$ cat config.mk
export PLATFORM = sky130hd
export DESIGN_NAME = spi_req_port
export DESIGN_NICKNAME = d
export VERILOG_FILES = /design/src/rtl/spi_req_port.sv
export SDC_FILE = /design/constraint.sdc
export NUM_CORES = 1
export LEC_CHECK = 0
export BUFFER_PORTS_ARGS = -buffer_cell sky130_fd_sc_hd__buf_2
export CORE_MARGIN = 1.5
export CORE_UTILIZATION = 45
export DETAILED_ROUTE_END_ITERATION = 16
export GPL_ROUTABILITY_DRIVEN = 0
export PLACE_DENSITY = 0.71
export SLEW_MARGIN = 20
export SYNTH_ARGS = -nofsm -noshare
export SYNTH_HDL_FRONTEND = slang
export SYNTH_SLANG_ARGS = --single-unit
$ cat constraint.sdc
create_clock -name clk -period 2.6 [get_ports clk]
set_clock_uncertainty 0.05 [all_clocks]
set_input_delay 0.65 -clock clk [delete_from_list [all_inputs] [get_ports clk]]
set_output_delay 0.65 -clock clk [all_outputs]
set_load 0.01 [all_outputs]
$ cat src/rtl/spi_req_port.sv
module spi_req_port #(
  parameter int WORD_W = 24,
  parameter int DIV_W  = 8
) (
  input  logic              clk,
  input  logic              rst_n,
  input  logic              cfg_master,
  input  logic [1:0]        req_en,
  input  logic [DIV_W-1:0]  clk_div,
  input  logic [WORD_W-1:0] tx_data,
  input  logic              tx_valid,
  output logic              tx_ready,
  output logic [WORD_W-1:0] rx_data,
  output logic              rx_valid,
  output logic              bus_err,
  input  logic              err_clr,
  output logic              sck_o,
  input  logic              sck_i,
  output logic              mosi_o,
  input  logic              mosi_i,
  input  logic              miso_i,
  output logic              miso_o,
  output logic              miso_oe,
  input  logic              ss_n,
  input  logic              hreq_i,
  output logic              hreq_o,
  output logic              hreq_oe
);
  localparam int CNT_W = (WORD_W > 1) ? $clog2(WORD_W) : 1;

  logic [2:0]        sck_sy;
  logic [1:0]        ss_sy, mosi_sy, hreq_sy;
  logic [WORD_W-1:0] tx_sh, rx_sh, rx_q;
  logic [CNT_W-1:0]  bitcnt;
  logic [DIV_W-1:0]  divcnt;
  logic              rxv_q, err_q, busy, sck_q, armed, loaded;

  wire s_rise   = sck_sy[1] & ~sck_sy[2];
  wire s_fall   = ~sck_sy[1] & sck_sy[2];
  wire ss_act   = ~ss_sy[1];
  wire hreq_low = ~hreq_sy[1];
  wire paced    = |req_en;
  wire last     = bitcnt == CNT_W'(WORD_W - 1);

  wire [DIV_W-1:0]  half    = (clk_div == '0) ? DIV_W'(1) : clk_div;
  wire              tick    = divcnt == half - 1'b1;
  wire              m_go    = !busy && (!paced || (armed && hreq_low));
  wire              take    = tx_valid && tx_ready;
  wire [WORD_W-1:0] rx_next = {rx_sh[WORD_W-2:0], cfg_master ? miso_i : mosi_sy[1]};

  assign tx_ready = cfg_master ? m_go : (!loaded && bitcnt == '0);

  always_ff @(posedge clk or negedge rst_n) begin
    if (!rst_n) begin
      sck_sy  <= '0;
      ss_sy   <= '1;
      mosi_sy <= '0;
      hreq_sy <= '1;
    end else begin
      sck_sy  <= {sck_sy[1:0], sck_i};
      ss_sy   <= {ss_sy[0], ss_n};
      mosi_sy <= {mosi_sy[0], mosi_i};
      hreq_sy <= {hreq_sy[0], hreq_i};
    end
  end

  always_ff @(posedge clk or negedge rst_n) begin
    if (!rst_n) begin
      tx_sh  <= '0;
      rx_sh  <= '0;
      rx_q   <= '0;
      bitcnt <= '0;
      divcnt <= '0;
      rxv_q  <= 1'b0;
      err_q  <= 1'b0;
      busy   <= 1'b0;
      sck_q  <= 1'b0;
      armed  <= 1'b1;
      loaded <= 1'b0;
    end else begin
      rxv_q <= 1'b0;
      err_q <= (err_q & ~err_clr) | (cfg_master & ss_act);
      if (cfg_master) begin
        loaded <= 1'b0;
        if (!hreq_low) armed <= 1'b1;
        if (!busy) begin
          sck_q  <= 1'b0;
          divcnt <= '0;
          if (take) begin
            busy   <= 1'b1;
            tx_sh  <= tx_data;
            bitcnt <= '0;
            if (paced) armed <= 1'b0;
          end
        end else if (tick) begin
          divcnt <= '0;
          sck_q  <= ~sck_q;
          if (!sck_q) begin
            rx_sh <= rx_next;
          end else if (last) begin
            busy   <= 1'b0;
            rx_q   <= rx_sh;
            rxv_q  <= 1'b1;
            bitcnt <= '0;
          end else begin
            bitcnt <= bitcnt + 1'b1;
            tx_sh  <= tx_sh << 1;
          end
        end else begin
          divcnt <= divcnt + 1'b1;
        end
      end else begin
        busy   <= 1'b0;
        sck_q  <= 1'b0;
        divcnt <= '0;
        if (take) begin
          loaded <= 1'b1;
          tx_sh  <= tx_data;
        end
        if (!ss_act) begin
          bitcnt <= '0;
        end else if (s_rise) begin
          rx_sh <= rx_next;
          if (last) begin
            rx_q   <= rx_next;
            rxv_q  <= 1'b1;
            bitcnt <= '0;
            loaded <= 1'b0;
          end else begin
            bitcnt <= bitcnt + 1'b1;
          end
        end else if (s_fall && bitcnt != '0) begin
          tx_sh <= tx_sh << 1;
        end
      end
    end
  end

  assign rx_data  = rx_q;
  assign rx_valid = rxv_q;
  assign bus_err  = err_q;
  assign sck_o    = cfg_master & sck_q;
  assign mosi_o   = cfg_master & tx_sh[WORD_W-1];
  assign miso_o   = tx_sh[WORD_W-1];
  assign miso_oe  = ~cfg_master & ~ss_n;
  assign hreq_o   = ~(loaded && bitcnt == '0);
  assign hreq_oe  = rst_n & paced & ~cfg_master;


  desel_quiet_chk: assert property (@(posedge clk) disable iff (!rst_n)
    (!cfg_master && !ss_act) |=> !rx_valid);


  hreq_release_chk: assert property (@(posedge clk) disable iff (!rst_n)
    (!cfg_master && ss_act && s_rise) |=> hreq_o);


  err_set_chk: assert property (@(posedge clk) disable iff (!rst_n)
    (cfg_master && ss_act) |=> bus_err);


  err_hold_chk: assert property (@(posedge clk) disable iff (!rst_n)
    (bus_err && !err_clr) |=> bus_err);


  paced_wait_chk: assert property (@(posedge clk) disable iff (!rst_n)
    (cfg_master && paced && !busy && !armed) |=> !busy);


  sck_idle_chk: assert property (@(posedge clk) disable iff (!rst_n)
    (cfg_master && !busy) |-> !sck_o);


  rxv_pulse_chk: assert property (@(posedge clk) disable iff (!rst_n)
    rx_valid |=> !rx_valid);
endmodule

-- Word level (Yosys, flattened, before mapping)
Cells that the tools add are included.
- register bits: 100
- input bits: 44
- output and inout bits: 33
- word-level logic and storage cells: 132
- add/subtract/negate cells: 3
- eq/ne operators: 12
- mux-type cells: 62
- bitwise operators: 19
- reduce and logical (&&, ||, !) cells: 21
- operator list (kind ; number):
    24-bit two-way mux ; 23
    5-bit two-way mux ; 8
    8-bit two-way mux ; 4
    1-bit two-way mux ; 27
    1-bit AND ; 9
    1-bit NOT ; 9
    8-bit by 1-bit adder with 8-bit output, second input constant ; 1
    8-bit == test ; 1
    8-bit logical NOT ; 1
    8-bit by 1-bit subtractor with 8-bit output, second input constant ; 1
    7-bit AND reduction ; 1
    1-bit logical AND ; 6
    2-bit by 1-bit inequality test with 1-bit output, second input constant ; 3
    2-bit inequality test, second input constant ; 3
    3-bit by 2-bit inequality test with 1-bit output, second input constant ; 2
    5-bit by 1-bit adder with 5-bit output, second input constant ; 1
    5-bit == test, second input constant ; 1
    5-bit logical NOT ; 1
    5-bit AND reduction ; 1
    5-bit nonzero test ; 1
    4-bit AND reduction ; 1
    2-bit nonzero test ; 2
    1-bit logical NOT ; 3
    3-bit by 1-bit inequality test with 1-bit output, second input constant ; 1
    other kinds (6) ; 6

-- Longest topological paths before layout
Gate-level depths: netlist (run 1).
- depth in word-level cells: 11
- depth in mapped cells: 12
- gate-level depth less buffers: 10

-- Least setup slack after synthesis (run 1)
No wires, ideal clock.
- path kind: input -> register
- start: input clk_div[2]
- end: register rx_sh[10]
- library setup time: 0.125 ns
- data arrival time: 3.114 ns
- data required time: 2.425 ns
- slack: -0.689 ns
- stages on the path: 11
- path buffers: 1
- cells stage by stage: nor4_4 > a31oi_1 > ha_1 > xor2_1 > xnor2_1 > nand3_1 > nor4_4 > nand2_1 > a21oi_2 > buf_4 > mux2_2
- longest elaborated chain between the ends: 6
- ends and longest elaborated chain (element ; line ; source):
    start: declaration ; 9 ; input logic [DIV_W-1:0] clk_div,
    8-bit logical NOT ; 45 ; wire [DIV_W-1:0] half = (clk_div == '0) ? DIV_W'(1) : clk_div;
    8-bit two-way mux (*) ; 45 ;
    8-bit by 1-bit subtractor with 8-bit output (*) ; 46 ; wire tick = divcnt == half - 1'b1;
    8-bit == test (*) ; 46 ;
    2-bit by 1-bit inequality test with 1-bit output (no line) (*) ; -- ;
    5-bit AND reduction (no line) (*) ; -- ;
    end signal: assignment ; 99 ; rx_sh <= rx_next;
    end signal: assignment ; 123 ; rx_sh <= rx_next;
    end: declaration ; 33 ; logic [WORD_W-1:0] tx_sh, rx_sh, rx_q;
Every way passes the cells marked *; elsewhere a longest branch is shown, timed or not.
A chain may end at the register's enable or synchronous reset.

-- Worst setup path in the final report (run 1)
- start: input clk_div[5]
- end: register rx_sh[10]
Same word-level chain as after synthesis.

==> results of run 1 <==
-- flip-flops by register name, summed over array words and instances (netlist names) --
name	count
rx_valid	1
ss_sy	2
bitcnt	5
armed	1
bus_err	1
sck_q	1
rx_sh	24
loaded	1
hreq_sy	2
rx_data	24
busy	1
mosi_sy	2
tx_sh	24
sck_sy	3
divcnt	8
-- cells in the final DEF (no fill, tap or decap), types with 4 or more instances in the layout --
cell type,netlist,final
inv_1,13,11
dfrtp_1,95,95
mux2_2,53,28
nor2_1,20,20
a22oi_1,24,24
xor2_1,9,8
buf_2,3,72
buf_6,2,12
a21oi_1,4,4
nor3_1,4,4
nand3_1,8,8
xnor2_1,8,8
dfstp_2,5,5
o21ai_0,7,5
mux2_4,19,44
clkbuf_8,0,9
o2bb2ai_2,0,22
nand2_1,14,13
and2_1,5,5
and3_1,5,5
buf_4,3,33
-- cell type report --
type	instances	area, um2	share of cell area [%]
multi-input cells	243	2420	38.8
clock inverters	7	105	1.68
flip-flops and latches	100	2510	40.2
repair buffers	123	858	13.8
well taps	136	170	2.73
clock buffers	9	124	1.99
diodes	1	2.50	0.0401
inverters	13	48.8	0.782
-- how the worst max path moves through the flow --
stage,from,to,slack [ps],cells past startpoint
2_1_floorplan,clk_div[5],rx_data[10],-500,12
3_3_place_gp,clk_div[5],rx_data[15],-500,12
3_5_place_dp,clk_div[5],rx_data[23],-580,12
4_1_cts,clk_div[5],rx_data[14],-180,12
5_1_grt,clk_div[5],rx_sh[15],-370,13
6_report,clk_div[5],rx_sh[10],-230,13
-- power by group through the flow --
stage | logic [mW] | clock network, mW | registers (mW)
global placement | 0.843 | 0 | 2.01
CTS | 0.957 | 1.16 | 2.00
detailed placement | 0.877 | 0 | 2.02
finish | 0.967 | 1.12 | 2.00
global route | 1.05 | 1.22 | 2.03
floorplan | 0.623 | 0 | 1.98
-- logic make-up after synthesis --
group / count (synthesis)
buf+inv: 31
xor+xnor: 17
simple gates: 72
flops: 100
compound gates: 77
mux: 73
fa+ha+maj: 4
-- what timing repair did --
action	4_1_cts	5_1_grt
setup endpoints to repair	75	88
pin swaps	1	2
hold buffers	0	0
gates resized for setup	22	15
gates cloned	1	2
buffers inserted	6	6
-- metal layers --
metal,GRT usage (%),vias up,part of all wire [%]
li1,-,1604,-
met1,24.4,1695,46
met2,30.1,91,47
met3,5.63,16,5.5
met4,5.79,0,1.6
met5,0,-,0
-- worst max-delay path, delay by kind of cell --
family	cells	cell delay, ps
buffers and inverters	3	470
multiplexers	1	300
AO/OA/AOI/OAI	2	390
AND/OR/NAND/NOR	5	850
XOR/XNOR	1	140
adder cells (fa/ha/maj)	1	230
-- metrics by stage --
| stage | setup WS, ps | setup TNS, ps | instance area [um2] | utilization [%] |
|---|---|---|---|---|
| finish | -227 | -13830 | 6240 | 60.7 |
| global route | -373 | -25590 | 6240 | 60.7 |
| CTS | -182 | -9310 | 6150 | 59.8 |
| detailed placement | -583 | -42920 | 5740 | 55.9 |
| global placement | -502 | -37120 | 5740 | 55.9 |
| floorplan | -502 | -28450 | 5020 | - |
==> metrics.yaml, run 1 <==
run:
  maxCapViolCount: 0
sta:
  max_slew_margin_pct: 48.5
  fin_hold_ws_ps: 297
  fin_crit_sh_pct: 109
  fin_ws_ps: -227
  fin_crit_ps: 2830
  hold_violations: 0
  worst_pin_slew_ps: 764
  drv_slew: 0
  rsz0062_at_grt: "yes"
  finalSetupViolCount: 73
  max_freq_mhz: 354
clocking:
  cts.sink_count: 100
  cts_buffers: 9
  worst_skew_pair.late_latency_ps: 370
  root_buffer: "clkbuf_8"
  clockBufferDepth: 2
  cts_tree: "built"
  path_clk_slew_ps: 100
  cts_max_level: 3
setup_path:
  slowest_stage: "nor4_4"
  r2r-end: "tx_sh[11]"
  path_class: "input port to flop"
  cp.arrival_ps: 3030
  reg2reg_depth: 8
  path_cells: "buf_6 -> nor4_4 -> a31oi_2 -> ha_2 -> nor3b_1 -> xnor2_1 -> nand3_1 -> nor4_4 -> buf_4 -> nand2_4 -> a21oi_4 -> buf_6 -> mux2_4"
  reg2reg_from: "bitcnt[1]"
  required_ps: 2800
  cp-end-kind: "flop"
  cp-start-kind: "input port"
  slowest_delay_ps: 310
  r2r_slack_ps: 290
  path_max_fanout: 6
yosys:
  synthAdderAreaFrac_pct: 1.05
  ys.flop_type: "dfrtp_1"
  syn_area_per_cell_um2: 12.7
  synth_simple_gate_area_share_pct: 8.51
  synthMuxAreaShare_pct: 18.8
  synthXorXnorAreaFrac_pct: 3.13
  synth_cell_types: 48
  yosysSeqAreaShare_pct: 52.8
  netlist_instances: 374
  yosys.area.top_type: "dfrtp_1"
  synth_most_common_cell: "dfrtp_1"
  yosysTopAreaCellShare_pct: 50.1
  synth_top_cells_by_count: "dfrtp_1 (95), mux2_2 (53), o2bb2ai_1 (25), a22oi_1 (24), nor2_1 (20)"
  synth-edff-count: 0
  synth_top_family_by_area: "multiplexers"
  synth-compound-area-share_pct: 12.6
  syn-num-nets: 422
  syn_area_um2: 4750
  synth.area.top_cells: "dfrtp_1 (50%), mux2_2 (13%), mux2_4 (6.0%)"
  synth_warnings: 0
  ys_ff_latch: 100
  async_reset_ff_share_pct: 100
place:
  hpwl_mm: 6.82
  port_buffers: 76
  dp_cells: 603
power:
  finalPower_mw: 4.09
  p_leak_nw: 3.03
  power_frac_comb_pct: 23.6
  power_density_nw_per_um2: 656
  p_int_mw: 2.92
  swShare_pct: 28.7
  ir_drop_mv: 0.319
  seqPwrFrac_pct: 49.0
  switching_power_mw: 1.18
  clockPowerShare_pct: 27.4
layout:
  fin_cells: 632
  nNetsFinal: 538
  area_growth_pct: 31.4
  drive_above_1_share_pct: 51.7
  nFillCells: 827
grt:
  grt_use_total_pct: 18.7
  antenna_found_initial: 1
  grt-ovfl-total: 0
  grt_pass1_wl_mm: 16.7
  grt_max_degree: 101
  grt_pass1_vias: 3472
die:
  die_w_um: 106
  fp.dieArea_um2: 11200
  die_h_um: 106
  start_util_pct: 46.2
  io_pins: 77
  rows: 37
  core_um2: 10300
run_status:
  status: "finished with violations"
  violations: "setup timing"
detailed_routing:
  viasPerCell: 5.39
  vias: 3406
  drtIter0Drc: 160
  drt-pass1-iter-count: 4
  routed_wl_mm: 10.4
  ant_nets: 0
  wl_per_cell_um: 16.5
  post-route-drc-count: 0
hold_path:
  hold_path.class: "input port to asynchronous set/reset pin"
(Power assumes the default switching activity.)
==> inputs of run 2 (changes only) <==
--- a/config.mk
+++ b/config.mk
@@ -8,6 +8,7 @@
 export BUFFER_PORTS_ARGS = -buffer_cell sky130_fd_sc_hd__buf_2
 export CORE_MARGIN = 1.5
 export CORE_UTILIZATION = 45
+export CTS_BUF_LIST = sky130_fd_sc_hd__clkbuf_16
 export DETAILED_ROUTE_END_ITERATION = 16
 export GPL_ROUTABILITY_DRIVEN = 0
 export PLACE_DENSITY = 0.71
==> metrics.yaml, run 2 (synthesized netlist as in run 1, its figures left out) <==
run_status:
  violations: "setup timing"  # unchanged
  status: "finished with violations"  # unchanged
die:
  rows: 37  # unchanged
  die_h_um: 106  # unchanged
  fp.dieArea_um2: 11200  # unchanged
  start_util_pct: 46.2  # unchanged
  io_pins: 77  # unchanged
  core_um2: 10300  # unchanged
  die_w_um: 106  # unchanged
place:
  hpwl_mm: 6.82  # unchanged
  port_buffers: 76  # unchanged
  place_ws_ps: -583  # unchanged
detailed_routing:
  wl_per_cell_um: 16.8  # was 16.5 um
  drt-pass1-iter-count: 5  # was 4
  viasPerCell: 5.39  # about the same
  post-route-drc-count: 0  # unchanged
  ant_nets: 0  # unchanged
  drtIter0Drc: 147  # was 160
  routed_wl_mm: 10.6  # was 10.4 mm
  vias: 3388  # was 3406
setup_path:
  path_max_fanout: 4  # was 6
  cp-end-kind: "flop"  # unchanged
  cp-start-kind: "input port"  # unchanged
  path_cells: "buf_6 -> nor4_4 -> a31oi_2 -> ha_2 -> nor3b_1 -> xnor2_1 -> nand3_1 -> nor4_4 -> nand2_2 -> a21oi_4 -> buf_6 -> buf_16 -> mux2_4"  # was buf_6 -> nor4_4 -> a31oi_2 -> ha_2 -> nor3b_1 -> xnor2_1 -> nand3_1 -> nor4_4 -> buf_4 -> nand2_4 -> a21oi_4 -> buf_6 -> mux2_4
  cp-startpoint: "clk_div[5]"  # unchanged
  slowest_stage: "nor4_4"  # unchanged
  reg2reg_from: "bitcnt[1]"  # unchanged
  required_ps: 2780  # was 2800 ps
  cp.arrival_ps: 3040  # was 3030 ps
  path_class: "input port to flop"  # unchanged
  cp_top_family: "simple AND/OR/NAND/NOR gates"  # unchanged
  crit_buf_inv: 3  # unchanged
  slowest_delay_ps: 310  # about the same
layout:
  final_cell_mix: "dfrtp_1 (95), buf_2 (73), mux2_4 (42), mux2_2 (30), buf_4 (30)"  # was dfrtp_1 (95), buf_2 (72), mux2_4 (44), buf_4 (33), mux2_2 (28)
  register_area_um2: 2510  # unchanged
  nNetsFinal: 535  # was 538
  nFillCells: 817  # was 827
  final_common_cell: "dfrtp_1"  # unchanged
  drive_above_1_share_pct: 51.6  # was 51.7%
  multiInputGateArea_um2: 2490  # was 2420 um2
  area_growth_pct: 34.8  # was 31.4%
clocking:
  root_buffer: "clkbuf_16"  # was clkbuf_8
  clockBufferDepth: 2  # unchanged
  path_clk_slew_ps: 70  # was 100 ps
  worst_skew_pair.late_latency_ps: 350  # was 370 ps
  cts_tree: "built"  # unchanged
  cts_max_level: 3  # unchanged
  cts_buffers: 9  # unchanged
  postCtsHoldBufs: 0  # unchanged
  cts.sink_count: 100  # unchanged
sta:
  fin_crit_ps: 2860  # was 2830 ps
  fin_ws_ps: -259  # was -227 ps
  max_slew_margin_pct: 48.0  # was 48.5%
  max_freq_mhz: 350  # was 354 MHz
  hold_violations: 0  # unchanged
  worst_pin_slew_ps: 771  # was 764 ps
  rsz0062_at_grt: "yes"  # unchanged
  finalSetupViolCount: 76  # was 73
  fin_crit_sh_pct: 110  # was 109%
  drv_slew: 0  # unchanged
grt:
  grt-ovfl-total: 0  # unchanged
  grt_pass1_wl_mm: 17.0  # was 16.7 mm
  antenna_found_initial: 1  # unchanged
  grt_pass1_vias: 3478  # was 3472
  grt_max_degree: 101  # unchanged
  grt_use_total_pct: 19.2  # was 18.7%
power:
  finalPower_mw: 4.53  # was 4.09 mW
  p_leak_nw: 3.06  # was 3.03 nW
  power_density_nw_per_um2: 708  # was 656 nW/um2
  ir_drop_mv: 0.394  # was 0.319 mV
run:
  maxCapViolCount: 0  # unchanged
hold_path:
  hold_path.class: "input port to asynchronous set/reset pin"  # unchanged
[run 2: cell count changes in the layout (fill, tap and decap cells not counted), moves of 2 or more]
cell and change:
o21ai_0 +2, o2bb2ai_2 -6, mux2_2 +2, o21ai_1 -2
clkbuf_8 -9, buf_4 -3, o2bb2ai_4 +6, clkbuf_16 +10
buf_6 -2, nand2_2 +2, mux2_4 -2
[run 2: area by class of cell]
type	instances	share of cell area (%)
diodes	1	0.0391
clock buffers	9	3.52
clock inverters	7	1.64
inverters	13	0.762
multi-input cells	243	38.8
flip-flops and latches	100	39.2
well taps	136	2.66
repair buffers	120	13.4
[run 2: metal layers]
metal	vias up	track usage [%]	wire, um
met3	16	5.94	557
met1	1689	25.1	4860
li1	1601	-	-
met4	0	5.89	156
met2	82	30.7	5000
met5	-	0	0
[run 2: path summary, 6_finish.rpt]
kind / endpoint / slack [ps] / cells after the start
setup / recovery: rx_sh[21] / -260 / 13
max in group asynchronous: armed / 1730 / 2
hold reg to reg: sck_sy[1] / 300 / 0
setup reg to reg: tx_sh[4] / 270 / 8
min in group clk: sck_sy[1] / 300 / 0
hold / removal: divcnt[4] / 300 / 2
[run 2: timing repair]
action                                  in CTS  in global routing
gates cloned                                 1                  2
pin swaps                                    1                  9
setup buffers                                6                  2
endpoints found under the setup margin      77                 87
gates resized for setup                     20                 16
[run 2: through the flow]
| stage | instances | TNS, ps | hold WS [ps] | area [um2] | util (%) |
|---|---|---|---|---|---|
| after floorplan | 374 | -28450 | 281 | 5020 | - |
| after global placement | 603 | -37120 | 282 | 5740 | 55.9 |
| after detailed placement | 603 | -42920 | 289 | 5740 | 55.9 |
| after CTS | 626 | -12460 | 304 | 6240 | 60.7 |
| after global routing | 628 | -27650 | 314 | 6400 | 62.3 |
| final | 629 | -14870 | 299 | 6400 | 62.3 |
[run 2: power breakdown]
| part | switching [mW] | internal (mW) | total, mW |
|---|---|---|---|
| clock | 0.608 | 0.858 | 1.47 |
| combinational | 0.429 | 0.608 | 1.04 |
| sequential | 0.223 | 1.81 | 2.03 |
| total | 1.26 | 3.27 | 4.53 |
==> inputs of run 3 (changes only) <==
--- a/config.mk
+++ b/config.mk
@@ -8,7 +8,6 @@
 export BUFFER_PORTS_ARGS = -buffer_cell sky130_fd_sc_hd__buf_2
 export CORE_MARGIN = 1.5
 export CORE_UTILIZATION = 45
-export CTS_BUF_LIST = sky130_fd_sc_hd__clkbuf_16
 export DETAILED_ROUTE_END_ITERATION = 16
 export GPL_ROUTABILITY_DRIVEN = 0
 export PLACE_DENSITY = 0.71
@@ -16,3 +15,4 @@
 export SYNTH_ARGS = -nofsm -noshare
 export SYNTH_HDL_FRONTEND = slang
 export SYNTH_SLANG_ARGS = --single-unit
+export TNS_END_PERCENT = 50
==> metrics.yaml, run 3 (synthesized netlist as in run 1, its figures left out) <==
setup_path:
  path_max_fanout: 13  # was 4
  slowest_delay_ps: 300  # was 310 ps
  crit_top_cell: "nor4_4"
  reg2reg_depth: 9  # was 8
  path_cells: "buf_8 -> nor4_4 -> a31oi_2 -> ha_2 -> nor3b_4 -> xnor2_1 -> nand3_1 -> nor4_4 -> buf_4 -> a41o_1 -> nand3_4 -> buf_12 -> mux2_4"  # was buf_6 -> nor4_4 -> a31oi_2 -> ha_2 -> nor3b_1 -> xnor2_1 -> nand3_1 -> nor4_4 -> nand2_2 -> a21oi_4 -> buf_6 -> buf_16 -> mux2_4
  required_ps: 2800  # was 2780 ps
  cp-end-kind: "flop"  # unchanged
  cp-start-kind: "input port"  # unchanged
  cp.arrival_ps: 3080  # was 3040 ps
  slowest_stage: "nor4_4"  # unchanged
  path_class: "input port to flop"  # unchanged
sta:
  max_freq_mhz: 348  # was 350 MHz
  fin_crit_sh_pct: 111  # was 110%
  rsz0062_at_grt: "yes"  # unchanged
  finalSetupViolCount: 77  # was 76
  max_slew_margin_pct: 50.6  # was 48.0%
  fin_ws_ps: -275  # was -259 ps
  worst_pin_slew_ps: 733  # was 771 ps
  drv_slew: 0  # unchanged
  fin_crit_ps: 2870  # was 2860 ps
  fin_hold_ws_ps: 286  # was 299 ps
  hold_violations: 0  # unchanged
clocking:
  root_buffer: "clkbuf_8"  # was clkbuf_16
  cts.sink_count: 100  # unchanged
  cts_tree: "built"  # unchanged
  path_clk_slew_ps: 100  # was 70 ps
  cts_buffers: 9  # unchanged
  postCtsHoldBufs: 0  # unchanged
  worst_skew_pair.late_latency_ps: 360  # was 350 ps
  cts_max_level: 3  # unchanged
  clockBufferDepth: 2  # unchanged
layout:
  register_area_um2: 2510  # unchanged
  drive_above_1_share_pct: 46.9  # was 51.6%
  final_cell_mix: "dfrtp_1 (95), buf_2 (72), mux2_4 (42), buf_4 (31), mux2_2 (30)"  # was dfrtp_1 (95), buf_2 (73), mux2_4 (42), mux2_2 (30), buf_4 (30)
  nFillCells: 856  # was 817
  multiInputGateArea_um2: 2300  # was 2490 um2
  fin_cells: 620  # was 629
  insertedDiodeCount: 0  # was 1
  area_growth_pct: 26.7  # was 34.8%
  final_common_cell: "dfrtp_1"  # unchanged
  nNetsFinal: 529  # was 535
die:
  die_w_um: 106  # unchanged
  rows: 37  # unchanged
  io_pins: 77  # unchanged
  core_um2: 10300  # unchanged
  die_h_um: 106  # unchanged
  start_util_pct: 46.2  # unchanged
  fp.dieArea_um2: 11200  # unchanged
hold_path:
  hold_path.class: "input port to asynchronous set/reset pin"  # unchanged
detailed_routing:
  wl_per_cell_um: 16.5  # was 16.8 um
  post-route-drc-count: 0  # unchanged
  drt-pass1-iter-count: 4  # was 5
  drtIter0Drc: 201  # was 147
  viasPerCell: 5.38  # was 5.39
  ant_nets: 0  # unchanged
  routed_wl_mm: 10.2  # was 10.6 mm
  vias: 3333  # was 3388
grt:
  grt_max_degree: 101  # unchanged
  grt_pass1_wl_mm: 17.0  # about the same
  grt_use_total_pct: 19.2  # about the same
  grt-ovfl-total: 0  # unchanged
  antenna_found_initial: 0  # was 1
  grt_pass1_vias: 3507  # was 3478
run_status:
  status: "finished with violations"  # unchanged
  violations: "setup timing"  # unchanged
power:
  p_leak_nw: 2.93  # was 3.06 nW
  finalPower_mw: 3.87  # was 4.53 mW
  ir_drop_mv: 0.287  # was 0.394 mV
  power_density_nw_per_um2: 644  # was 708 nW/um2
place:
  place_ws_ps: -615  # was -583 ps
  port_buffers: 76  # unchanged
  dp_cells: 601  # was 603
  hpwl_mm: 6.83  # was 6.82 mm
run:
  maxCapViolCount: 0  # unchanged
-- run 3: cell types whose count changed in the layout (fill, tap and decap cells not counted), moves of 2 or more --
cell       before  now
clkbuf_16      11    0
buf_12          3    6
o2bb2ai_4       7    0
nand2_2         2    0
inv_6           2    0
buf_6          10    3
clkbuf_8        0    9
o2bb2ai_1       2   22
o2bb2ai_2      16    3
-- run 3: path summary, 6_finish.rpt --
check / slack [ps] / startpoint / endpoint
max reg2reg: 320 / divcnt[4] / rx_data[11]
min: 290 / rst_n / tx_sh[15]
max: -270 / clk_div[5] / rx_data[11]
max in group asynchronous: 1760 / rst_n / hreq_sy[1]
min reg2reg: 300 / sck_sy[0] / sck_sy[1]
min in group clk: 300 / sck_sy[0] / sck_sy[1]
-- run 3: final cells by class --
| cell class | instances | area share, % |
|---|---|---|
| sequential | 100 | 41.7 |
| multi-input combinational | 243 | 38.3 |
| timing repair buffer | 114 | 12.9 |
| tap | 136 | 2.83 |
| clock buffer | 9 | 2.06 |
| clock inverter | 5 | 1.45 |
| inverter | 13 | 0.811 |
-- run 3: routing by layer --
metal | vias to the layer above | wire length, um | track usage [%]
met4 | 0 | 155 | 6.56
met3 | 10 | 364 | 4.33
li1 | 1587 | - | -
met2 | 53 | 5030 | 30.4
met5 | - | 0 | 0
met1 | 1683 | 4650 | 26.0
-- run 3: power breakdown --
group | internal [mW] | total (mW) | leakage (nW) | switching, mW
registers | 1.80 | 1.97 | 1.32 | 0.167
logic | 0.448 | 0.821 | 1.50 | 0.373
clock network | 0.540 | 1.08 | 0.103 | 0.542
-- run 3: what timing repair did --
action	in CTS	in global routing
buffers inserted	4	1
endpoints found under the setup margin	77	89
pin swaps	2	4
resized for setup	17	12
cloned	1	0
-- run 3: worst max-delay path: cells and delay by family --
kind                       cells  cell delay [ps]
buffers and inverters          3              480
adders and majority gates      1              230
AOI/OAI and AO/OA              2              380
and+or+nand+nor                5              890
xor gates and xnor gates       1              140
muxes                          1              300
-- run 3: through the flow --
stage	setup TNS [ps]	util [%]	area, um2
finish	-16780	58.6	6020
global route	-28060	58.6	6020
CTS	-11490	58.3	5990
detailed placement	-43680	54.9	5650
global placement	-37780	54.9	5650
floorplan	-28270	-	4890
